<file path="src/rtl/approx_mult_pkg.sv">
`timescale 1ns/1ps
package approx_mult_pkg;

  localparam int ADD_PREFIX  = 0;
  localparam int ADD_WINDOW  = 1;
  localparam int ADD_SEGMENT = 2;
  localparam int ADD_RIPPLE  = 3;

  // rows left after lv levels of 3:2 reduction starting from r0 rows
  function automatic int rows_at(int r0, int lv);
    int m;
    m = r0;
    for (int i = 0; i < lv; i++) m = 2 * (m / 3) + (m % 3);
    return m;
  endfunction

  // levels needed to reach two rows
  function automatic int tree_levels(int r0);
    int m;
    int n;
    m = r0;
    n = 0;
    while (m > 2) begin
      m = 2 * (m / 3) + (m % 3);
      n++;
    end
    return n;
  endfunction

  // one-hot marks at every cut position of the segmented adder
  function automatic logic [127:0] seg_cuts(int w2, int bpb, int l);
    logic [127:0] m;
    m = '0;
    for (int j = 1; j <= (w2 / bpb) - l; j++) m[j * bpb] = 1'b1;
    return m;
  endfunction

endpackage

</file>
<file path="src/rtl/am_pp_gen.sv">
`timescale 1ns/1ps
module am_pp_gen #(
  parameter int W = 16,
  localparam int W2 = 2 * W,
  localparam int R0 = W + 1
) (
  input  logic [W-1:0]           mcand,
  input  logic [W-1:0]           mplier,
  output logic [R0-1:0][W2-1:0]  rows
);
  logic [W2-1:0] mc_ext;
  assign mc_ext = {{W{mcand[W-1]}}, mcand};

  generate
    for (genvar i = 0; i < W - 1; i++) begin : g_pos
      assign rows[i] = mplier[i] ? (mc_ext << i) : '0;
    end
  endgenerate

  // sign bit carries weight -2^(W-1): add the ones' complement here, +1 below
  assign rows[W-1] = mplier[W-1] ? ~(mc_ext << (W - 1)) : '0;
  assign rows[W]   = {{(W2-1){1'b0}}, mplier[W-1]};
endmodule

</file>
<file path="src/rtl/am_csa_row.sv">
`timescale 1ns/1ps
module am_csa_row #(
  parameter int W = 32
) (
  input  logic [W-1:0] a,
  input  logic [W-1:0] b,
  input  logic [W-1:0] c,
  output logic [W-1:0] s,
  output logic [W-1:0] cy
);
  assign s  = a ^ b ^ c;
  assign cy = {((a[W-2:0] & b[W-2:0]) | (a[W-2:0] & c[W-2:0]) | (b[W-2:0] & c[W-2:0])), 1'b0};
endmodule

</file>
<file path="src/rtl/am_wallace.sv">
`timescale 1ns/1ps
module am_wallace
  import approx_mult_pkg::*;
#(
  parameter int W = 16,
  localparam int W2 = 2 * W,
  localparam int R0 = W + 1,
  localparam int NLEV = tree_levels(R0)
) (
  input  logic [R0-1:0][W2-1:0] rows,
  output logic [W2-1:0]         row_x,
  output logic [W2-1:0]         row_y
);
  logic [W2-1:0] lvl [NLEV+1][R0];

  generate
    for (genvar r = 0; r < R0; r++) begin : g_in
      assign lvl[0][r] = rows[r];
    end
    for (genvar l = 0; l < NLEV; l++) begin : g_lvl
      localparam int CUR = rows_at(R0, l);
      localparam int NT  = CUR / 3;
      localparam int NXT = rows_at(R0, l + 1);
      for (genvar t = 0; t < NT; t++) begin : g_csa
        am_csa_row #(.W(W2)) u_csa (
          .a (lvl[l][3*t]),
          .b (lvl[l][3*t+1]),
          .c (lvl[l][3*t+2]),
          .s (lvl[l+1][2*t]),
          .cy(lvl[l+1][2*t+1])
        );
      end
      for (genvar p = 0; p < CUR - 3 * NT; p++) begin : g_pass
        assign lvl[l+1][2*NT+p] = lvl[l][3*NT+p];
      end
      for (genvar z = NXT; z < R0; z++) begin : g_zero
        assign lvl[l+1][z] = '0;
      end
    end
  endgenerate

  assign row_x = lvl[NLEV][0];
  assign row_y = lvl[NLEV][1];
endmodule

</file>
<file path="src/rtl/am_final_adder.sv">
`timescale 1ns/1ps
module am_final_adder
  import approx_mult_pkg::*;
#(
  parameter int W2        = 32,
  parameter int ADD_SEL   = ADD_RIPPLE,
  parameter int WIN_K     = 8,
  parameter int SEG_BPB   = 4,
  parameter int SEG_L     = 2,
  parameter bit ANTI_BIAS = 1'b0,
  localparam int KE   = (WIN_K > W2) ? W2 : WIN_K,
  localparam int NB   = W2 / SEG_BPB,
  localparam int NLOW = NB - SEG_L,
  localparam int TW   = SEG_L * SEG_BPB,
  localparam int TB   = NLOW * SEG_BPB
) (
  input  logic [W2-1:0] x,
  input  logic [W2-1:0] y,
  output logic [W2-1:0] s
);
  generate
    if (ADD_SEL == ADD_PREFIX) begin : g_prefix
      assign s = x + y;
    end else if (ADD_SEL == ADD_RIPPLE) begin : g_ripple
      logic [W2-1:0] cr;
      always_comb begin
        cr[0] = 1'b0;
        for (int i = 0; i < W2 - 1; i++) begin
          cr[i+1] = (x[i] & y[i]) | (x[i] & cr[i]) | (y[i] & cr[i]);
        end
      end
      assign s = x ^ y ^ cr;
    end else if (ADD_SEL == ADD_WINDOW) begin : g_window
      logic [KE-1:0] lo;
      assign lo = x[KE-1:0] + y[KE-1:0];
      for (genvar i = 0; i < W2; i++) begin : g_bit
        if (i < KE) begin : g_exact
          assign s[i] = lo[i];
        end else begin : g_spec
          logic          cin;
          logic [KE-1:0] ws;
          assign cin  = ANTI_BIAS ? x[i-KE] : 1'b0;
          assign ws   = x[i -: KE] + y[i -: KE] + {{(KE-1){1'b0}}, cin};
          assign s[i] = ws[KE-1];
        end
      end
    end else begin : g_segment
      for (genvar j = 0; j < NLOW; j++) begin : g_blk
        logic cin;
        if (ANTI_BIAS && j > 0) begin : g_ab
          assign cin = x[j*SEG_BPB-1];
        end else begin : g_nab
          assign cin = 1'b0;
        end
        assign s[j*SEG_BPB +: SEG_BPB] = x[j*SEG_BPB +: SEG_BPB] + y[j*SEG_BPB +: SEG_BPB]
                                         + {{(SEG_BPB-1){1'b0}}, cin};
      end
      logic tcin;
      if (ANTI_BIAS && NLOW > 0) begin : g_tab
        assign tcin = x[TB-1];
      end else begin : g_tnab
        assign tcin = 1'b0;
      end
      assign s[TB +: TW] = x[TB +: TW] + y[TB +: TW] + {{(TW-1){1'b0}}, tcin};
    end
  endgenerate
endmodule

</file>
<file path="src/rtl/approx_mult.sv">
`timescale 1ns/1ps
module approx_mult
  import approx_mult_pkg::*;
#(
  parameter int W         = 16,
  parameter int ADD_SEL   = ADD_RIPPLE,
  parameter int WIN_K     = 8,
  parameter int SEG_BPB   = 4,
  parameter int SEG_L     = 2,
  parameter bit ANTI_BIAS = 1'b0,
  localparam int W2 = 2 * W,
  localparam int R0 = W + 1,
  localparam int KE = (WIN_K > W2) ? W2 : WIN_K
) (
  input  logic          clk,
  input  logic          rst_n,
  input  logic          in_valid,
  input  logic [W-1:0]  mcand_i,
  input  logic [W-1:0]  mplier_i,
  output logic          out_valid,
  output logic [W2-1:0] prod_o
);
  localparam logic [127:0] CUTS_FULL = seg_cuts(W2, SEG_BPB, SEG_L);
  localparam logic [W2-1:0] CUTS = CUTS_FULL[W2-1:0];

  logic [R0-1:0][W2-1:0] pp_rows;
  logic [W2-1:0]         row_x, row_y, sum_w;
  logic [W2-1:0]         prod_d, prod_q;
  logic                  vld_d, vld_q;

  am_pp_gen #(.W(W)) u_pp (
    .mcand (mcand_i),
    .mplier(mplier_i),
    .rows  (pp_rows)
  );

  am_wallace #(.W(W)) u_tree (
    .rows (pp_rows),
    .row_x(row_x),
    .row_y(row_y)
  );

  am_final_adder #(
    .W2(W2), .ADD_SEL(ADD_SEL), .WIN_K(WIN_K),
    .SEG_BPB(SEG_BPB), .SEG_L(SEG_L), .ANTI_BIAS(ANTI_BIAS)
  ) u_add (
    .x(row_x),
    .y(row_y),
    .s(sum_w)
  );

  // next-state
  always_comb begin
    vld_d  = in_valid;
    prod_d = prod_q;
    if (in_valid) prod_d = sum_w;
  end

  // registers
  always_ff @(posedge clk or negedge rst_n) begin
    if (!rst_n) begin
      vld_q  <= 1'b0;
      prod_q <= '0;
    end else begin
      vld_q  <= vld_d;
      prod_q <= prod_d;
    end
  end

  assign out_valid = vld_q;
  assign prod_o    = prod_q;

  // ---------------- checks ----------------
  logic        [W2-1:0] exact_sum;
  logic signed [W2-1:0] a_sx, b_sx, ref_p;
  assign exact_sum = row_x + row_y;
  assign a_sx      = {{W{mcand_i[W-1]}}, mcand_i};
  assign b_sx      = {{W{mplier_i[W-1]}}, mplier_i};
  assign ref_p     = a_sx * b_sx;

  assert_tree_exact_R3: assert property (@(posedge clk) disable iff (!rst_n)
    exact_sum == ref_p);

  assert_load_R2: assert property (@(posedge clk) disable iff (!rst_n)
    in_valid |=> out_valid);

  assert_hold_R2: assert property (@(posedge clk) disable iff (!rst_n)
    !in_valid |=> (!out_valid && $stable(prod_o)));

  generate
    if (ADD_SEL == ADD_RIPPLE) begin : g_chk_rip
      assert_ripple_R3: assert property (@(posedge clk) disable iff (!rst_n)
        sum_w == exact_sum);
    end
    if (ADD_SEL == ADD_WINDOW) begin : g_chk_win
      assert_win_low_R4: assert property (@(posedge clk) disable iff (!rst_n)
        sum_w[KE-1:0] == exact_sum[KE-1:0]);
    end
    if (ADD_SEL == ADD_SEGMENT && !ANTI_BIAS) begin : g_chk_seg
      assert_seg_cuts_R6: assert property (@(posedge clk) disable iff (!rst_n)
        ((exact_sum - sum_w) & ~CUTS) == '0);
    end
  endgenerate
endmodule

</file>
<file path="config.mk">
export PLATFORM = sky130hd
export DESIGN_NAME = approx_mult
export DESIGN_NICKNAME = d
export VERILOG_FILES = /design/src/rtl/approx_mult_pkg.sv /design/src/rtl/am_pp_gen.sv /design/src/rtl/am_csa_row.sv /design/src/rtl/am_wallace.sv /design/src/rtl/am_final_adder.sv /design/src/rtl/approx_mult.sv
export SDC_FILE = /design/constraint.sdc
export NUM_CORES = 1
export LEC_CHECK = 0
export BUFFER_PORTS_ARGS = -buffer_cell sky130_fd_sc_hd__clkbuf_2
export CAP_MARGIN = 10
export CORE_ASPECT_RATIO = 0.9
export CORE_MARGIN = 2
export CORE_UTILIZATION = 46
export CTS_CLUSTER_DIAMETER = 150
export DETAILED_ROUTE_END_ITERATION = 10
export PLACE_DENSITY = 0.65
export RECOVER_POWER = 100
export SLEW_MARGIN = 20
export SYNTH_ARGS = -nofsm -noshare
export SYNTH_HDL_FRONTEND = slang
export SYNTH_SLANG_ARGS = --single-unit
</file>
<file path="constraint.sdc">
create_clock -name clk -period 0.8 [get_ports clk]
set_input_delay 0.16 -clock clk [delete_from_list [all_inputs] [get_ports clk]]
set_output_delay 0.16 -clock clk [all_outputs]
set_load 0.02 [all_outputs]
</file>
==> impl_results.md, run 1 <==
- Outcome: complete, but fails checks
- Failing checks: negative setup slack
- Starting density of the core: 46.78%
- Tmin final: 11,730 ps
- CP max stage cell: fa_1
- CP most frequent cell: fa_2
- Mean area per synthesized cell: 10.55 um2
- Main combinational cell family by area after synthesis: adder cells
- Number of synthesized register bits: 33
- Synth cell types: 21
- Xor/xnor share of the synthesized area: 1.063%
- Crit. End Element: flop
- Syn Nets: 1,330
- P_int: 30.31 mW
- CP Launch Type: primary input
- Reg-to-reg slack, setup: -120 ps
- Initial antenna violation count: 0
- Sequential share of power: 6.4%
- Htree depth: 2
- Final setup violation count: 64
- Dpl hpwl: 19.86 mm
- Clk buf depth: 2
- Commonest cells after routing, fill and taps aside: fa_1 (256), inv_1 (241), and2_1 (177), buf_4 (90), nand2_1 (52)
- First-pass GRT wire length: 38.12 mm
- Cells on worst reg2reg path: 2
- Critical path type: in -> reg
- Post-Synth Simple-Gate Area: 14.12%
- Most common cell after layout, fill and taps aside: fa_1
- Final std cells w/o fill: 1,392
- Leakage: 5.839 nW
- Crit share post-route: 1467%
- Logic pwr share: 90.4%
- IO buf count: 67
- Mean routed wirelength per cell: 16.41 um
- Clock skew: 0 ps
- Hold endpoint: out_valid
- Register area share after synthesis: 8.160%
- Final Hold Viols: 0
- Placement row count: 51
- Clk sinks: 33
- Grt ovf: 0
- Avg Vias per Cell: 4.751
- Clock power share: 3.2%
- Top fanout value on the critical path: 7
- Synth Cell Area: 10,120 um2
- Total Power: 56.57 mW
- Max VDD drop: 3430 uV
- Worst r2r src: prod_o[12]
- # IOs: 68
- Critical Path AT: 11,900 ps
- Aggregate global-route resource usage: 21.21%
- Width of the die: 160.3 um
- Yosys warnings: 0
- Router iterations before antenna repair: 4
- Multiplexer area fraction after synthesis: 3.017%
- Switching share of total power: 46.43%
- CP max stage delay: 540 ps
- Min Hold Slack: 74.51 ps
- Clk root buf: clkbuf_16
- Clock transition at the registers of the reported paths: 50 ps
- Final ANT Viol Nets: 0
- TritonCTS clock tree: yes
- Number of nets in the layout: 1,469
- Residual DRC count: 0
- Hold Path Cell Cnt: 1
- Drt initial violations: 278
- Vias in the first global route: 7,567
- Hold wc startpoint: in_valid
- Worst r2r dst: prod_o[12]
- Setup TNS: -189,530 ps
- Syn Inst Count: 959
- Die Y: 144.7 um
- Placed cell count: 1,362
- Power Density: 4590 nW/um2
- Area Overhead vs Synth: 21.77%
- Die area: 23,200 um2
- Slack of the critical path: -10,930 ps
- Synth Area in Compound Gates: 0.1484%
- RSZ-0062 raised after global routing: yes
- Num CTS Buffers: 5
- Largest net degree at the start of global routing: 34
- Max_cap viols: 0
- Share of layout cells above drive strength 1: 23.02%
- Hold Crit Class: in -> reg
- Clk Latency, worst-skew pair: 270 ps
- RD Place Congestion: 0.8478
- Via count: 6,614
- Total core area: 21,630 um2
- Post-Synth Adder-Cell Area: 62.69%
- Drt total wl: 22.85 mm
- Slew @ Worst Pin: 313.7 ps
- CP required: 960 ps
- Final Max Slew Viols: 0
- F_max: 0.08522 GHz
- Slew margin rel.: 79.09%
- Switch Pwr: 26.26 mW
## worst max-delay path, delay by kind of cell
kind / cells / cell delay [ps]
fa+ha+maj: 32 / 10450
buf+inv: 8 / 480
xor+xnor: 3 / 480
mux: 1 / 250
simple gates: 1 / 40
## repair_timing
item,4_1_cts,5_1_grt
setup buffers,11,8
pin swaps,14,11
endpoints found under the hold margin,33,0
resized for setup,70,84
endpoints found under the setup margin,64,64
hold buffers,1,0
## sequential cells by signal, indices dropped and copies added, names as in the netlist
signal / cells
out_valid: 1
prod_o: 32
## power by group through the flow
| stage | registers [mW] | clock network [mW] | logic (mW) |
|---|---|---|---|
| after detailed placement | 3.48 | 0 | 48.8 |
| final | 3.60 | 1.82 | 51.1 |
| after floorplan | 4.39 | 0 | 37.3 |
| after global routing | 3.63 | 1.93 | 56.9 |
| after global placement | 3.48 | 0 | 47.3 |
| after CTS | 3.47 | 1.88 | 50.8 |
## layer usage
layer	vias to the layer above	wire length, um	track usage [%]
met5	-	0	0
met4	0	370	3.983
met3	24	481	1.909
met2	95	13160	41.03
met1	3531	8837	26.35
li1	2964	-	-
## kinds of logic after synthesis
family                     after synthesis
AOI/OAI and AO/OA                        3
xor gates and xnor gates                 9
DFF                                     33
and+or+nand+nor                        259
muxes                                   29
adders and majority gates              336
buffers and inverters                  290
## cell usage after synthesis (all sizes together)
cell    instances  share of area (%)
inv           253                9.4
o21ai           1              0.049
and2          182                 11
clkbuf         31                1.1
xnor2           7               0.75
dfrtp          33                8.2
mux2i          20                2.0
fa            285                 56
clkinv          1              0.037
nand2          58                2.2
nor2           18               0.67
mux2            9                1.0
xnor3           1               0.22
a21oi           2              0.099
buf             5               0.23
xor2            1              0.087
nand3           1              0.049
ha             51                6.3
## through the flow
| stage | util (%) | setup slack (ps) | instance area (um2) |
|---|---|---|---|
| 2_1_floorplan | - | -10860 | 10400 |
| 3_3_place_gp | 52.98 | -11160 | 11460 |
| 3_5_place_dp | 52.98 | -11380 | 11460 |
| 4_1_cts | 55.80 | -10920 | 12070 |
| 5_1_grt | 56.94 | -11260 | 12320 |
| 6_report | 56.97 | -10930 | 12320 |
## worst max-delay path by stage
stage | startpoint | endpoint | slack [ps]
2_1_floorplan | mcand_i[3] | prod_o[31] | -10860
3_3_place_gp | mplier_i[2] | prod_o[31] | -11160
3_5_place_dp | mplier_i[2] | prod_o[31] | -11380
4_1_cts | mplier_i[2] | prod_o[31] | -10920
5_1_grt | mplier_i[2] | prod_o[31] | -11260
6_report | mplier_i[2] | prod_o[31] | -10930
## layout make-up
type	count	area, um2
Timing Repair Buffer	168	1515
Sequential cell	33	825.8
Tap cell	291	364.1
Multi-Input combinational cell	636	8521
Inverter	254	953.4
Clock buffer	6	128.9
Clock inverter	2	10.01
Fill cell	1869	9309
Antenna cell	2	5.005
Power figures use the tool's default switching activity.
==> inputs of run 2 (changes only) <==
CORE_MARGIN = default   (was 2)
==> run 2 against run 1 <==
  * Core utilization shrank 0.22 points
  * Combinational power decreased by 1%
  * First-iteration DRC count fell by 26%
  * Sequential share of layout area hardly changed
  * Worst setup slack better by 2.6 ps
  * Hold slack better by 130 ps
  * The run still ends with negative setup slack left
==> impl_results.md, run 2 (synthesized netlist as in run 1, its figures left out) <==
- Placed cell count: 1,361
- Router iterations before antenna repair: 4
- # fillers: 1,891
- Final std cells w/o fill: 1,388
- Final Max Slew Viols: 0
- CP most frequent cell: fa_2
- Layout Utilization: 56.75%
- Slack of the critical path: -10,930 ps
- Grt ovf: 0
- Top fanout value on the critical path: 5
- Clk root buf: clkbuf_16
- CP required: 970 ps
- Number of nets in the layout: 1,467
- Largest net degree at the start of global routing: 26
- Crit share post-route: 1466%
- CP max stage delay: 550 ps
- TritonCTS clock tree: yes
- Crit. End Element: flop
- Drt total wl: 22.45 mm
- Logic pwr share: 90.3%
- CP Launch Type: primary input
- Placement row count: 51
- Clk sinks: 33
- Clk Latency, worst-skew pair: 280 ps
- Via count: 6,627
- RSZ-0062 raised after global routing: yes
- Hold Crit Class: in -> reg
- Outcome: complete, but fails checks
- Area Overhead vs Synth: 21.30%
- CP max stage cell: fa_1
- Cells on worst reg2reg path: 2
- Total core area: 21,630 um2
- Tmin final: 11,730 ps
- Die area: 22,600 um2
- Initial antenna violation count: 0
- Max VDD drop: 3358 uV
- Aggregate global-route resource usage: 21.41%
- Die Y: 142.7 um
- Slew @ Worst Pin: 239.5 ps
- Final ANT Viol Nets: 0
- Slew margin rel.: 84.03%
- Min Hold Slack: 207.1 ps
- Share of layout cells above drive strength 1: 22.79%
- Leakage: 5.823 nW
- Dpl hpwl: 19.45 mm
- Switching share of total power: 46.67%
- Clock skew: 0 ps
- Sequential share of power: 6.4%
- Hold Path Cell Cnt: 2
- Final setup violation count: 64
- Max_cap viols: 0
- P_int: 29.86 mW
- Area after DPL: 11,450 um2
- Power Density: 4561 nW/um2
- RD Place Congestion: 0.8574
- N_diodes: 0
- Avg Vias per Cell: 4.774
- Clock power share: 3.3%
- Drt initial violations: 206
- Critical Path AT: 11,900 ps
- # IOs: 68
- First-pass GRT wire length: 36.80 mm
- Starting density of the core: 46.78%
- Design area: 12,280 um2
- Most common cell after layout, fill and taps aside: fa_1
- Clock transition at the registers of the reported paths: 50 ps
- Failing checks: negative setup slack
- Final Hold Viols: 0
- Vias in the first global route: 7,551
- IO buf count: 67
- Num CTS Buffers: 5
- Commonest cells after routing, fill and taps aside: fa_1 (256), inv_1 (242), and2_1 (178), buf_4 (89), nand2_1 (49)
- Htree depth: 2
- Residual DRC count: 0
- Clk buf depth: 2
- Max reg flops: 32
- Switch Pwr: 26.13 mW
- Total Power: 55.99 mW
- Width of the die: 158.3 um
- Critical path type: in -> reg
- F_max: 0.08524 GHz
- Mean routed wirelength per cell: 16.17 um
-- run 2: area by class of cell --
| class | instances | area, um2 | share of cell area, % |
|---|---|---|---|
| timing repair buffer | 166 | 1475 | 12.02 |
| inverter | 254 | 953.4 | 7.767 |
| sequential | 33 | 825.8 | 6.727 |
| tap | 291 | 364.1 | 2.966 |
| clock buffer | 6 | 128.9 | 1.050 |
| multi-input combinational | 636 | 8518 | 69.39 |
| clock inverter | 2 | 10.01 | 0.08154 |
-- run 2: worst max-delay path: cells and delay by family --
kind,cells,cell delay (ps)
and+or+nand+nor,1,150
muxes,1,250
buffers and inverters,10,700
adders and majority gates,30,10110
xor gates and xnor gates,3,500
-- run 2: worst paths after layout --
kind	startpoint	endpoint	slack [ps]
worst max-delay path	mplier_i[2]	prod_o[31]	-10930
worst min-delay path	in_valid	out_valid	210
worst max register to register	prod_o[14]	prod_o[14]	-130
worst min register to register	prod_o[19]	prod_o[19]	540
max in group asynchronous	rst_n	prod_o[6]	50
min in group asynchronous	rst_n	prod_o[26]	290
-- run 2: per-stage QoR --
step                setup slack (ps)  setup TNS (ps)
floorplan                     -10860         -186180
global placement              -11130         -193700
detailed placement            -11320         -196760
CTS                           -10900         -190300
global route                  -11230         -197110
finish                        -10930         -191270
-- run 2: repair_timing --
item | 4_1_cts | 5_1_grt
hold buffers | 1 | 0
cloned | 0 | 0
setup buffers | 8 | 12
pin swaps | 14 | 9
setup endpoints to repair | 64 | 64
gates resized for setup | 59 | 99
hold endpoints to repair | 8 | 0
-- run 2: power groups by stage --
| stage | Clock (mW) | Sequential (mW) | Combinational [mW] |
|---|---|---|---|
| after floorplan | 0 | 4.39 | 37.3 |
| after global placement | 0 | 3.47 | 47.5 |
| after detailed placement | 0 | 3.45 | 49.0 |
| after CTS | 1.89 | 3.45 | 50.1 |
| after global routing | 1.98 | 3.65 | 56.5 |
| final | 1.85 | 3.61 | 50.5 |
-- run 2: per-layer routing --
metal  wire length, um  track usage, %  share of wire, %
met5                 0               0                 0
met3               498           2.003               2.2
met1              8652           25.75                39
met4               403           4.403               1.8
met2             12890           41.16                57
